## src/rtl/mru_repl_pkg.sv

```systemverilog
package mru_repl_pkg;

    // Classification of what an access report does to a set's flags
    typedef enum logic [1:0] {
        UPD_NONE = 2'd0,   // no report this cycle
        UPD_MARK = 2'd1,   // flag set, other flags kept
        UPD_WRAP = 2'd2    // last clear flag marked, others wiped
    } upd_kind_e;

    // Elaboration-time configuration helper
    function automatic bit is_pow2(input int unsigned n);
        return (n != 0) && ((n & (n - 1)) == 0);
    endfunction

    // Width of an index able to address n items (at least one bit)
    function automatic int unsigned idx_width(input int unsigned n);
        return (n > 1) ? $clog2(n) : 1;
    endfunction

endpackage

```

## src/rtl/mru_row_next.sv

```systemverilog
module mru_row_next
    import mru_repl_pkg::*;
#(
    parameter int unsigned NUM_WAYS = 4,
    localparam int unsigned WAY_W   = idx_width(NUM_WAYS)
) (
    input  logic [NUM_WAYS-1:0] row_i,
    input  logic                hit_en_i,
    input  logic [WAY_W-1:0]    way_i,
    output logic [NUM_WAYS-1:0] row_o,
    output upd_kind_e           kind_o
);

    logic [NUM_WAYS-1:0] way_onehot;
    logic [NUM_WAYS-1:0] merged;

    assign way_onehot = NUM_WAYS'(1) << way_i;
    assign merged     = row_i | way_onehot;

    always_comb begin
        if (!hit_en_i) begin
            row_o  = row_i;
            kind_o = UPD_NONE;
        end else if (&merged) begin
            row_o  = way_onehot;
            kind_o = UPD_WRAP;
        end else begin
            row_o  = merged;
            kind_o = UPD_MARK;
        end
    end

endmodule

```

## src/rtl/mru_victim_pick.sv

```systemverilog
module mru_victim_pick
    import mru_repl_pkg::*;
#(
    parameter int unsigned NUM_WAYS = 4,
    localparam int unsigned WAY_W   = idx_width(NUM_WAYS)
) (
    input  logic [NUM_WAYS-1:0] row_i,
    output logic [WAY_W-1:0]    victim_o
);

    // Scan from the top down so the lowest clear index is written last
    always_comb begin
        victim_o = '0;
        for (int i = NUM_WAYS - 1; i >= 0; i--) begin
            if (!row_i[i]) begin
                victim_o = WAY_W'(i);
            end
        end
    end

endmodule

```

## src/rtl/mru_state_bank.sv

```systemverilog
module mru_state_bank
    import mru_repl_pkg::*;
#(
    parameter int unsigned NUM_SETS = 16,
    parameter int unsigned NUM_WAYS = 4,
    localparam int unsigned SET_W   = idx_width(NUM_SETS)
) (
    input  logic                              clk,
    input  logic                              rst,
    input  logic                              wr_en,
    input  logic [SET_W-1:0]                  wr_set,
    input  logic [NUM_WAYS-1:0]               wr_row,
    output logic [NUM_SETS-1:0][NUM_WAYS-1:0] rows_o
);

    for (genvar s = 0; s < NUM_SETS; s++) begin : g_set
        logic [NUM_WAYS-1:0] row_q;

        always_ff @(posedge clk) begin
            if (rst) begin
                row_q <= '0;
            end else if (wr_en && (wr_set == SET_W'(s))) begin
                row_q <= wr_row;
            end
        end

        assign rows_o[s] = row_q;
    end

endmodule

```

## src/rtl/mru_repl_ctrl.sv

```systemverilog
module mru_repl_ctrl
    import mru_repl_pkg::*;
#(
    parameter int unsigned NUM_WAYS = 4,
    parameter int unsigned NUM_SETS = 16,
    localparam int unsigned WAY_W   = idx_width(NUM_WAYS),
    localparam int unsigned SET_W   = idx_width(NUM_SETS)
) (
    input  logic             clk,
    input  logic             rst,
    input  logic             upd_valid,
    input  logic [SET_W-1:0] upd_set,
    input  logic [WAY_W-1:0] upd_way,
    input  logic [SET_W-1:0] qry_set,
    output logic [WAY_W-1:0] victim_way
);

    logic [NUM_SETS-1:0][NUM_WAYS-1:0] state_q;
    logic [NUM_WAYS-1:0]               upd_row_cur;
    logic [NUM_WAYS-1:0]               upd_row_nxt;
    logic [NUM_WAYS-1:0]               qry_row;
    upd_kind_e                         upd_kind;

    assign upd_row_cur = state_q[upd_set];
    assign qry_row     = state_q[qry_set];

    mru_row_next #(.NUM_WAYS(NUM_WAYS)) u_next (
        .row_i    (upd_row_cur),
        .hit_en_i (upd_valid),
        .way_i    (upd_way),
        .row_o    (upd_row_nxt),
        .kind_o   (upd_kind)
    );

    mru_state_bank #(.NUM_SETS(NUM_SETS), .NUM_WAYS(NUM_WAYS)) u_bank (
        .clk    (clk),
        .rst    (rst),
        .wr_en  (upd_valid),
        .wr_set (upd_set),
        .wr_row (upd_row_nxt),
        .rows_o (state_q)
    );

    mru_victim_pick #(.NUM_WAYS(NUM_WAYS)) u_pick (
        .row_i    (qry_row),
        .victim_o (victim_way)
    );

endmodule

```

## config.mk

```make
export PLATFORM = sky130hd
export DESIGN_NAME = mru_repl_ctrl
export DESIGN_NICKNAME = d
export VERILOG_FILES = /design/src/rtl/mru_repl_pkg.sv /design/src/rtl/mru_row_next.sv /design/src/rtl/mru_victim_pick.sv /design/src/rtl/mru_state_bank.sv /design/src/rtl/mru_repl_ctrl.sv
export SDC_FILE = /design/constraint.sdc
export NUM_CORES = 1
export LEC_CHECK = 0
export BUFFER_PORTS_ARGS = -buffer_cell sky130_fd_sc_hd__buf_2
export CAP_MARGIN = 20
export CORE_MARGIN = 2
export CORE_UTILIZATION = 55
export DETAILED_ROUTE_END_ITERATION = 10
export HOLD_SLACK_MARGIN = 0.02
export PLACE_DENSITY = 0.81
export SLEW_MARGIN = 20
export SYNTH_ARGS = -nofsm -noshare
export SYNTH_HDL_FRONTEND = slang
export SYNTH_SLANG_ARGS = --single-unit
```

## constraint.sdc

```tcl
create_clock -name clk -period 3 [get_ports clk]
set_clock_uncertainty 0.2 [all_clocks]
set_input_delay 0 -clock clk [delete_from_list [all_inputs] [get_ports clk]]
set_output_delay 0 -clock clk [all_outputs]
set_load 0.005 [all_outputs]
```

==> impl_metrics.toml, run 1 <==
[timing]
finalCriticalPeriod_ns = 2.88
slew_headroom_pct = 50.2
max_slew.worst_pin.slew_ns = 0.742
rsz0062_at_grt = "no"
slew_violations = 0
setup_ws_ns = 0.125
period_share_pct = 95.8
setup_viol = 0
hold_viol_final = 0
final.setup.tns_ns = 0
achievable-frequency_ghz = 0.348

[synthesis]
postSynthAreaPerCell_um2 = 10.1
synthFlopType = "dfxtp_1"
netlist_area_mm2 = 0.00360
synthTopCellsByArea = "dfxtp_1, mux4_2, nor2_1"
synth_common_cells = "nor2_1, dfxtp_1, mux4_2"
ys_ff_latch = 64
seq_area_frac_synth_pct = 35.6
synth_top_area_cell = "dfxtp_1"
ys.warnings.count = 0
ys_async_sr_fraction_pct = 0
syn_nets = 371
synth_top_area_share_pct = 35.6
synth_most_common_cell = "nor2_1"
synth_edf_count = 0
synth_cell_type_count = 40
synthesis.instances = 358

[floorplan]
num_rows = 29
die-height_um = 84.9
core_mm2 = 0.00635
die-area_mm2 = 0.00721
io_pins = 15
die_x_um = 84.9
start_util_pct = 56.7

[global_route]
grt_max_degree = 50
grt_use_total_pct = 26.6
grt_pass1_vias = 2974
antenna_found_initial = 0
grt_pass1_wl_um = 15000
grt-ovfl-total = 0

[status]
status = "completed"

[clocking]
cts-root-buf = "clkbuf_8"
clockBufferDepth = 2
cts.sink_count = 64
htree_levels = 3
post_cts_buffers = 0
cts_tree = "yes"
cts_made_buffers = 9
clock_latency_ns = 0.34
cts.clk_slew.worst_paths_ns = 0.07

[worst_setup_path]
ff2ff_setup_slack_ns = 0.25
crit_path_end_kind = "register"
worst_path_max_delay_cell = "mux4_2"
crit_path_frequent_cell = "mux4_2"
critical_path.top_delay_family = "multiplexers"
crit_chain = "dlygate4sd3_1 -> clkbuf_4 -> mux4_2 -> mux4_2 -> o2bb2a_4 -> o221ai_4 -> a32oi_4 -> buf_4 -> a211oi_1"
cp.required_ns = 3.04
critical_path.max_stage_delay_ns = 0.54
critPathMaxFanout = 16
startpoint_type = "input pin"
crit_type = "in -> reg"
cp.arrival_ns = 2.92
path_buf_inv = 3

[route]
route.final.wire_length_um = 8960
ant_nets = 0
via_per_inst = 6.69
vias = 3005
drtIter0Drc = 354
remaining_drc_errors = 0
dr.pass1.iters = 5
wl_per_cell_um = 20.0

[layout]
drive_gt1_share_pct = 26.1
final_core_util_pct = 61.9
reg.largest.list = "u_bank.g_set.row_q: 64 flops"
top_register = "u_bank.g_set.row_q"
fillers = 501
layout.nets = 380
largest_register_ffs = 64
n_antenna_cell = 0
area_growth_syn_to_layout_pct = 9.14

[power_and_ir_drop]
leakage_nw = 1.28
peakVddDrop_uv = 283
power_density_mw_per_mm2 = 484

[hold_path]
hold_path_class = "in -> reg"

[job]
max_cap_violations = 0

[place]
place_hpwl_um = 6460
dp_slack_ns = 0.264
finalWeightedCongestion = 0.908
io_buffers = 14
[cell families (layout without fill, tap and decap cells)]
family / count (synthesis) / in the layout / share of synthesized area [%]
AOI/OAI and AO/OA: 64 / 64 / 15.8
DFF: 64 / 64 / 35.6
and+or+nand+nor: 160 / 160 / 19.6
buffers and inverters: 28 / 42 / 4.03
muxes: 42 / 42 / 25.0
[layout by cell type, fill, tap and decap left out, types with 2 or more instances in the layout]
cell	netlist	layout
nor3_1	20	20
o21ai_1	19	19
nand2_1	20	20
a211oi_2	11	11
buf_4	1	7
clkbuf_8	0	10
inv_1	2	2
clkinvlp_4	0	2
nor2b_1	3	3
mux2_2	2	2
nor2_1	80	80
mux2i_1	2	2
nand3_1	23	23
or2_2	2	2
a211oi_1	21	21
dfxtp_1	64	64
buf_2	5	13
bufinv_16	0	2
dlygate4sd3_1	0	2
a21oi_1	3	3
mux4_2	38	38
nand2b_1	4	4
[metal layers]
| metal | track usage [%] | wire length [um] | part of all wire (%) |
|---|---|---|---|
| met5 | 0 | 0 | 0 |
| met4 | 15.0 | 377 | 4.2 |
| met3 | 3.21 | 558 | 6.2 |
| met2 | 42.5 | 4370 | 49 |
| met1 | 35.4 | 3660 | 41 |
[timing repair]
action | CTS | global route
resized for setup | 0 | 1
endpoints found under the setup margin | 0 | 4
hold buffers | 2 | 0
hold endpoints to repair | 1 | 0
[final timing paths]
check	from	end	cells after the start
setup / recovery	upd_set[0]	u_bank.g_set[5].row_q[2]	9
hold reg to reg	u_bank.g_set[7].row_q[0]	u_bank.g_set[7].row_q[0]	2
hold / removal	rst	u_bank.g_set[7].row_q[0]	4
setup reg to reg	u_bank.g_set[11].row_q[3]	u_bank.g_set[3].row_q[1]	7
[per-stage QoR]
stage          area [um2]  power, mW  hold WS (ns)  instances
3_5_place_dp         3680       1.09         0.269        431
5_1_grt              3930       1.97         0.120        449
2_1_floorplan        3600       1.05        0.0273        358
3_3_place_gp         3680       1.09         0.258        431
6_report             3930       1.90        0.0704        449
4_1_cts              3930       1.91        0.0605        449
[worst register-to-register path: stages, from the launching register on]
cell and delay [ns]:
dfxtp_1 0.35, mux4_2 0.49, mux2i_1 0.33, o22a_1 0.24, a21oi_1 0.09, o221ai_2 0.60, nor2_1 0.15, nor3_1 0.22
[final cells by class]
cell class	instances	area, um2	area share, %
multi-input cells	266	2170	55.3
well taps	77	96.3	2.45
clock inverters	5	80.1	2.04
repair buffers	23	145	3.70
flip-flops and latches	64	1280	32.6
clock buffers	11	141	3.60
inverters	3	11.3	0.287
[power by group]
group / switching (mW) / internal, mW
logic: 0.125 / 0.0766
clock network: 0.335 / 0.489
registers: 0.0123 / 0.864
total: 0.473 / 1.43
No activity file was read; power rests on OpenSTA's default activity.
==> inputs of run 2 (changes only) <==
Settings changed: CORE_MARGIN 2 to 4.
==> run 2 against run 1 <==
Combinational power barely moved. Register-to-register slack improved by 0.04 ns. Design area fell by 1.3%. Non-clock buffer count rose by 2. Critical path depth did not move. Fmax rose by 0.93%.
==> impl_metrics.toml, run 2 (same netlist as run 1, synthesis figures left out) <==
[status]
status = "completed"

[job]
max_cap_violations = 0

[timing]
setup_viol = 0
slew_violations = 0
slew_headroom_pct = 48.9
hold_viol_final = 0
rsz0062_at_grt = "no"
finalCriticalPeriod_ns = 2.85
achievable-frequency_ghz = 0.351
final.setup.tns_ns = 0
max_slew.worst_pin.slew_ns = 0.761
period_share_pct = 94.9

[worst_setup_path]
cp.required_ns = 3.04
cp.arrival_ns = 2.89
startpoint_type = "input pin"
startpoint = "upd_set[0]"
crit_type = "in -> reg"
rr_startpoint = "u_bank.g_set[11].row_q[1]"
critPathMaxFanout = 16
crit_path_end_kind = "register"

[clocking]
clockBufferDepth = 2
post_cts_buffers = 0
cts_tree = "yes"
cts.sink_count = 64
cts.clk_slew.worst_paths_ns = 0.06
htree_levels = 3
clock_latency_ns = 0.34
cts_made_buffers = 9
cts-root-buf = "clkbuf_8"

[route]
drtIter0Drc = 330
ant_nets = 0
vias = 3019
wl_per_cell_um = 19.7
dr.pass1.iters = 5
via_per_inst = 6.72
route.final.wire_length_um = 8850
remaining_drc_errors = 0

[place]
dpl.cell_count = 433
io_buffers = 14
place_area_mm2 = 0.00370
place_hpwl_um = 6510
finalWeightedCongestion = 0.943

[layout]
fin_area_mm2 = 0.00387
drive_gt1_share_pct = 25.5
layout.nets = 382
top_register = "u_bank.g_set.row_q"
reg.largest.list = "u_bank.g_set.row_q: 64 flops"
area_growth_syn_to_layout_pct = 7.68
largest_register_ffs = 64
n_antenna_cell = 0
fin_cells = 449
layout_common_cells = "nor2_1, dfxtp_1, mux4_2"
layout_commonest_cell = "nor2_1"

[global_route]
antenna_found_initial = 0
grt_pass1_wl_um = 14700
grt_use_total_pct = 24.8
grt_pass1_vias = 2875
grt_max_degree = 34
grt-ovfl-total = 0

[power_and_ir_drop]
totalPowerFinal_mw = 1.69
peakVddDrop_uv = 347
power_density_mw_per_mm2 = 437
leakage_nw = 1.27

[hold_path]
min-delay-start = "upd_valid"
hold_path_class = "in -> reg"

[floorplan]
start_util_pct = 56.7
die-area_mm2 = 0.00790
die_x_um = 88.9
num_rows = 29
core_mm2 = 0.00635
io_pins = 15
die-height_um = 88.9
==> run 2: cell types whose count changed in the layout (fill, tap and decap cells not counted) <==
cell and delta:
buf_4 +2, clkbuf_1 +2, bufinv_16 -2, clkinvlp_4 -2
==> run 2: per-stage QoR <==
stage,setup WS [ns],utilization [%],hold slack [ns]
2_1_floorplan,0.574,-,0.0273
3_3_place_gp,0.386,58.2,0.228
3_5_place_dp,0.299,58.2,0.252
4_1_cts,0.120,61.0,0.0664
5_1_grt,0.0594,61.0,0.111
6_report,0.152,61.0,0.0896
==> run 2: layer usage <==
metal,global-route usage (%),routed length [um]
met5,0,0
met4,8.65,244
met3,6.61,801
met2,39.8,4330
met1,32.3,3480
==> run 2: worst paths after layout <==
check | end | slack (ns) | cells after the start
max reg2reg | u_bank.g_set[6].row_q[2] | 0.29 | 7
min reg2reg | u_bank.g_set[2].row_q[0] | 0.27 | 2
min | u_bank.g_set[4].row_q[0] | 0.09 | 5
max | u_bank.g_set[6].row_q[2] | 0.15 | 9
==> run 2: final cells by class <==
cell class,count,area (um2)
clock buffer,13,149
clock inverter,1,5.00
fill,503,2470
inverter,3,11.3
multi-input combinational,266,2170
sequential,64,1280
tap,77,96.3
timing repair buffer,25,160
==> run 2: power by group <==
group | total, mW | switching (mW) | internal [mW]
registers | 0.877 | 0.0122 | 0.865
clock network | 0.613 | 0.301 | 0.313
logic | 0.204 | 0.124 | 0.0794
==> run 2: repair_timing <==
| action | CTS | global route |
|---|---|---|
| setup endpoints to repair | 0 | 2 |
| hold buffers | 2 | 0 |
| resized for setup | 0 | 1 |
| endpoints found under the hold margin | 18 | 0 |
==> run 2: worst max-delay path: stages <==
cell and delay [ns]:
dlygate4sd3_1 0.52, clkbuf_4 0.24, mux4_2 0.53, mux4_2 0.54
o2bb2a_4 0.24, o221ai_4 0.24, a32oi_4 0.07, buf_4 0.23
a211oi_1 0.28
==> inputs of run 3 (changes only) <==
Settings changed: REMOVE_ABC_BUFFERS set to 1.
==> run 3 against run 2 <==
Critical path depth decreased by 2. Non-clock buffer count decreased by 1. Sequential power is essentially flat. Register-to-register slack got worse by 0.05 ns. Global-route usage down 0.15 points. Via count down 1.9%. Utilization rose by 0.51 points. Clock-buffer cell count down 4. First-iteration DRC count grew 1.8%. Die area stayed put. Largest cell class unchanged. Highest routed layer unchanged.
==> impl_metrics.toml, run 3 (same netlist as run 1, synthesis figures left out) <==
[status]
status = "completed"

[clocking]
post_cts_buffers = 0
cts-root-buf = "clkbuf_8"
cts.sink_count = 64
clockBufferDepth = 2
cts_resized = 0
clock_latency_ns = 0.35
cts.clk_slew.worst_paths_ns = 0.07
htree_levels = 3
cts.hold.buffers_added = 2
cts_tree = "yes"
cts_made_buffers = 9

[floorplan]
num_rows = 29
die-height_um = 88.9
die-area_mm2 = 0.00790
start_util_pct = 56.7
io_pins = 15
core_mm2 = 0.00635
die_x_um = 88.9

[route]
via_per_inst = 6.58
remaining_drc_errors = 0
ant_nets = 0
route.final.wire_length_um = 8790
drtIter0Drc = 336
vias = 2962
wl_per_cell_um = 19.5
dr.pass1.iters = 5

[layout]
area_growth_syn_to_layout_pct = 8.59
final_core_util_pct = 61.5
layout_common_cells = "nor2_1, dfxtp_1, mux4_2"
top_register = "u_bank.g_set.row_q"
layout_commonest_cell = "nor2_1"
reg.largest.list = "u_bank.g_set.row_q: 64 flops"
n_antenna_cell = 0
drive_gt1_share_pct = 26.5
largest_register_ffs = 64
layout.nets = 381

[job]
max_cap_violations = 0

[timing]
setup_ws_ns = 0.238
slew_headroom_pct = 48.6
setup_viol = 0
finalCriticalPeriod_ns = 2.76
achievable-frequency_ghz = 0.362
hold_viol_final = 0
rsz0062_at_grt = "no"
slew_violations = 0
period_share_pct = 92.1
final.setup.tns_ns = 0
max_slew.worst_pin.slew_ns = 0.768

[power_and_ir_drop]
peakVddDrop_uv = 387
power_density_mw_per_mm2 = 463
leakage_nw = 1.28
totalPowerFinal_mw = 1.81

[worst_setup_path]
worst_path_max_delay_cell = "mux4_2"
crit_type = "reg -> reg"
cp.arrival_ns = 2.81
critical_path.top_delay_family = "multiplexers"
crit_chain = "mux4_2 -> mux4_2 -> o2bb2a_4 -> o221ai_4 -> a32oi_4 -> buf_4 -> a211oi_1"
setup.worst_path.end = "u_bank.g_set[6].row_q[2]"
rr_startpoint = "u_bank.g_set[3].row_q[1]"
path_depth = 7
r2r-end = "u_bank.g_set[6].row_q[2]"
path_buf_inv = 1
startpoint = "u_bank.g_set[3].row_q[1]"
ff2ff_setup_slack_ns = 0.24
crit_path_end_kind = "register"
cp.required_ns = 3.05
crit_path_frequent_cell = "mux4_2"
critical_path.max_stage_delay_ns = 0.54
reg2reg_depth = 7
startpoint_type = "register"
critPathMaxFanout = 16

[place]
place_hpwl_um = 6440
io_buffers = 14
finalWeightedCongestion = 0.923
dp_slack_ns = 0.183

[global_route]
grt_pass1_wl_um = 14500
grt-ovfl-total = 0
grt_max_degree = 49
grt_pass1_vias = 2896
antenna_found_initial = 0
grt_use_total_pct = 24.6

[hold_path]
hold_path_class = "in -> reg"
[run 3: per-stage QoR]
| step | instance area [um2] | std cells | hold WS, ns |
|---|---|---|---|
| floorplan | 3460 | 333 | -0.135 |
| global route | 3910 | 450 | 0.118 |
| detailed placement | 3690 | 432 | 0.266 |
| finish | 3910 | 450 | 0.0930 |
| global placement | 3690 | 432 | 0.256 |
| CTS | 3910 | 450 | 0.0712 |
[run 3: final cells by class]
class,instances,area (um2)
clock buffers,9,124
clock inverters,7,72.6
fillers,498,2440
inverters,3,11.3
multi-input cells,266,2170
flip-flops and latches,64,1280
well taps,77,96.3
repair buffers,24,150
[run 3: metal layers]
metal | vias to the layer above | global-route usage, % | part of all wire, % | wire (um)
met1 | 1431 | 32.0 | 40 | 3540
li1 | 1361 | - | - | -
met5 | - | 0 | 0 | 0
met2 | 143 | 37.3 | 47 | 4160
met4 | 0 | 11.8 | 3.4 | 303
met3 | 27 | 7.73 | 9.0 | 788
[run 3: worst min-delay path by stage]
stage,from,to,slack [ns],depth (start not counted)
2_1_floorplan,rst,u_bank.g_set[0].row_q[2],-0.14,1
6_report,upd_valid,u_bank.g_set[6].row_q[0],0.09,5
3_3_place_gp,u_bank.g_set[15].row_q[0],u_bank.g_set[15].row_q[0],0.26,2
3_5_place_dp,u_bank.g_set[11].row_q[0],u_bank.g_set[11].row_q[0],0.27,2
5_1_grt,upd_valid,u_bank.g_set[2].row_q[0],0.12,4
4_1_cts,upd_valid,u_bank.g_set[6].row_q[0],0.07,5
[run 3: power breakdown]
group / total [mW] / internal (mW) / switching (mW)
combinational: 0.202 / 0.0786 / 0.124
clock: 0.730 / 0.382 / 0.348
sequential: 0.876 / 0.864 / 0.0122
total: 1.81 / 1.33 / 0.483
[run 3: tightest hold or removal path: cells and delay by family]
kind	cells	cell delay, ns
AO/OA/AOI/OAI	1	0.07
buffers and inverters	1	0.20
AND/OR/NAND/NOR	3	0.32
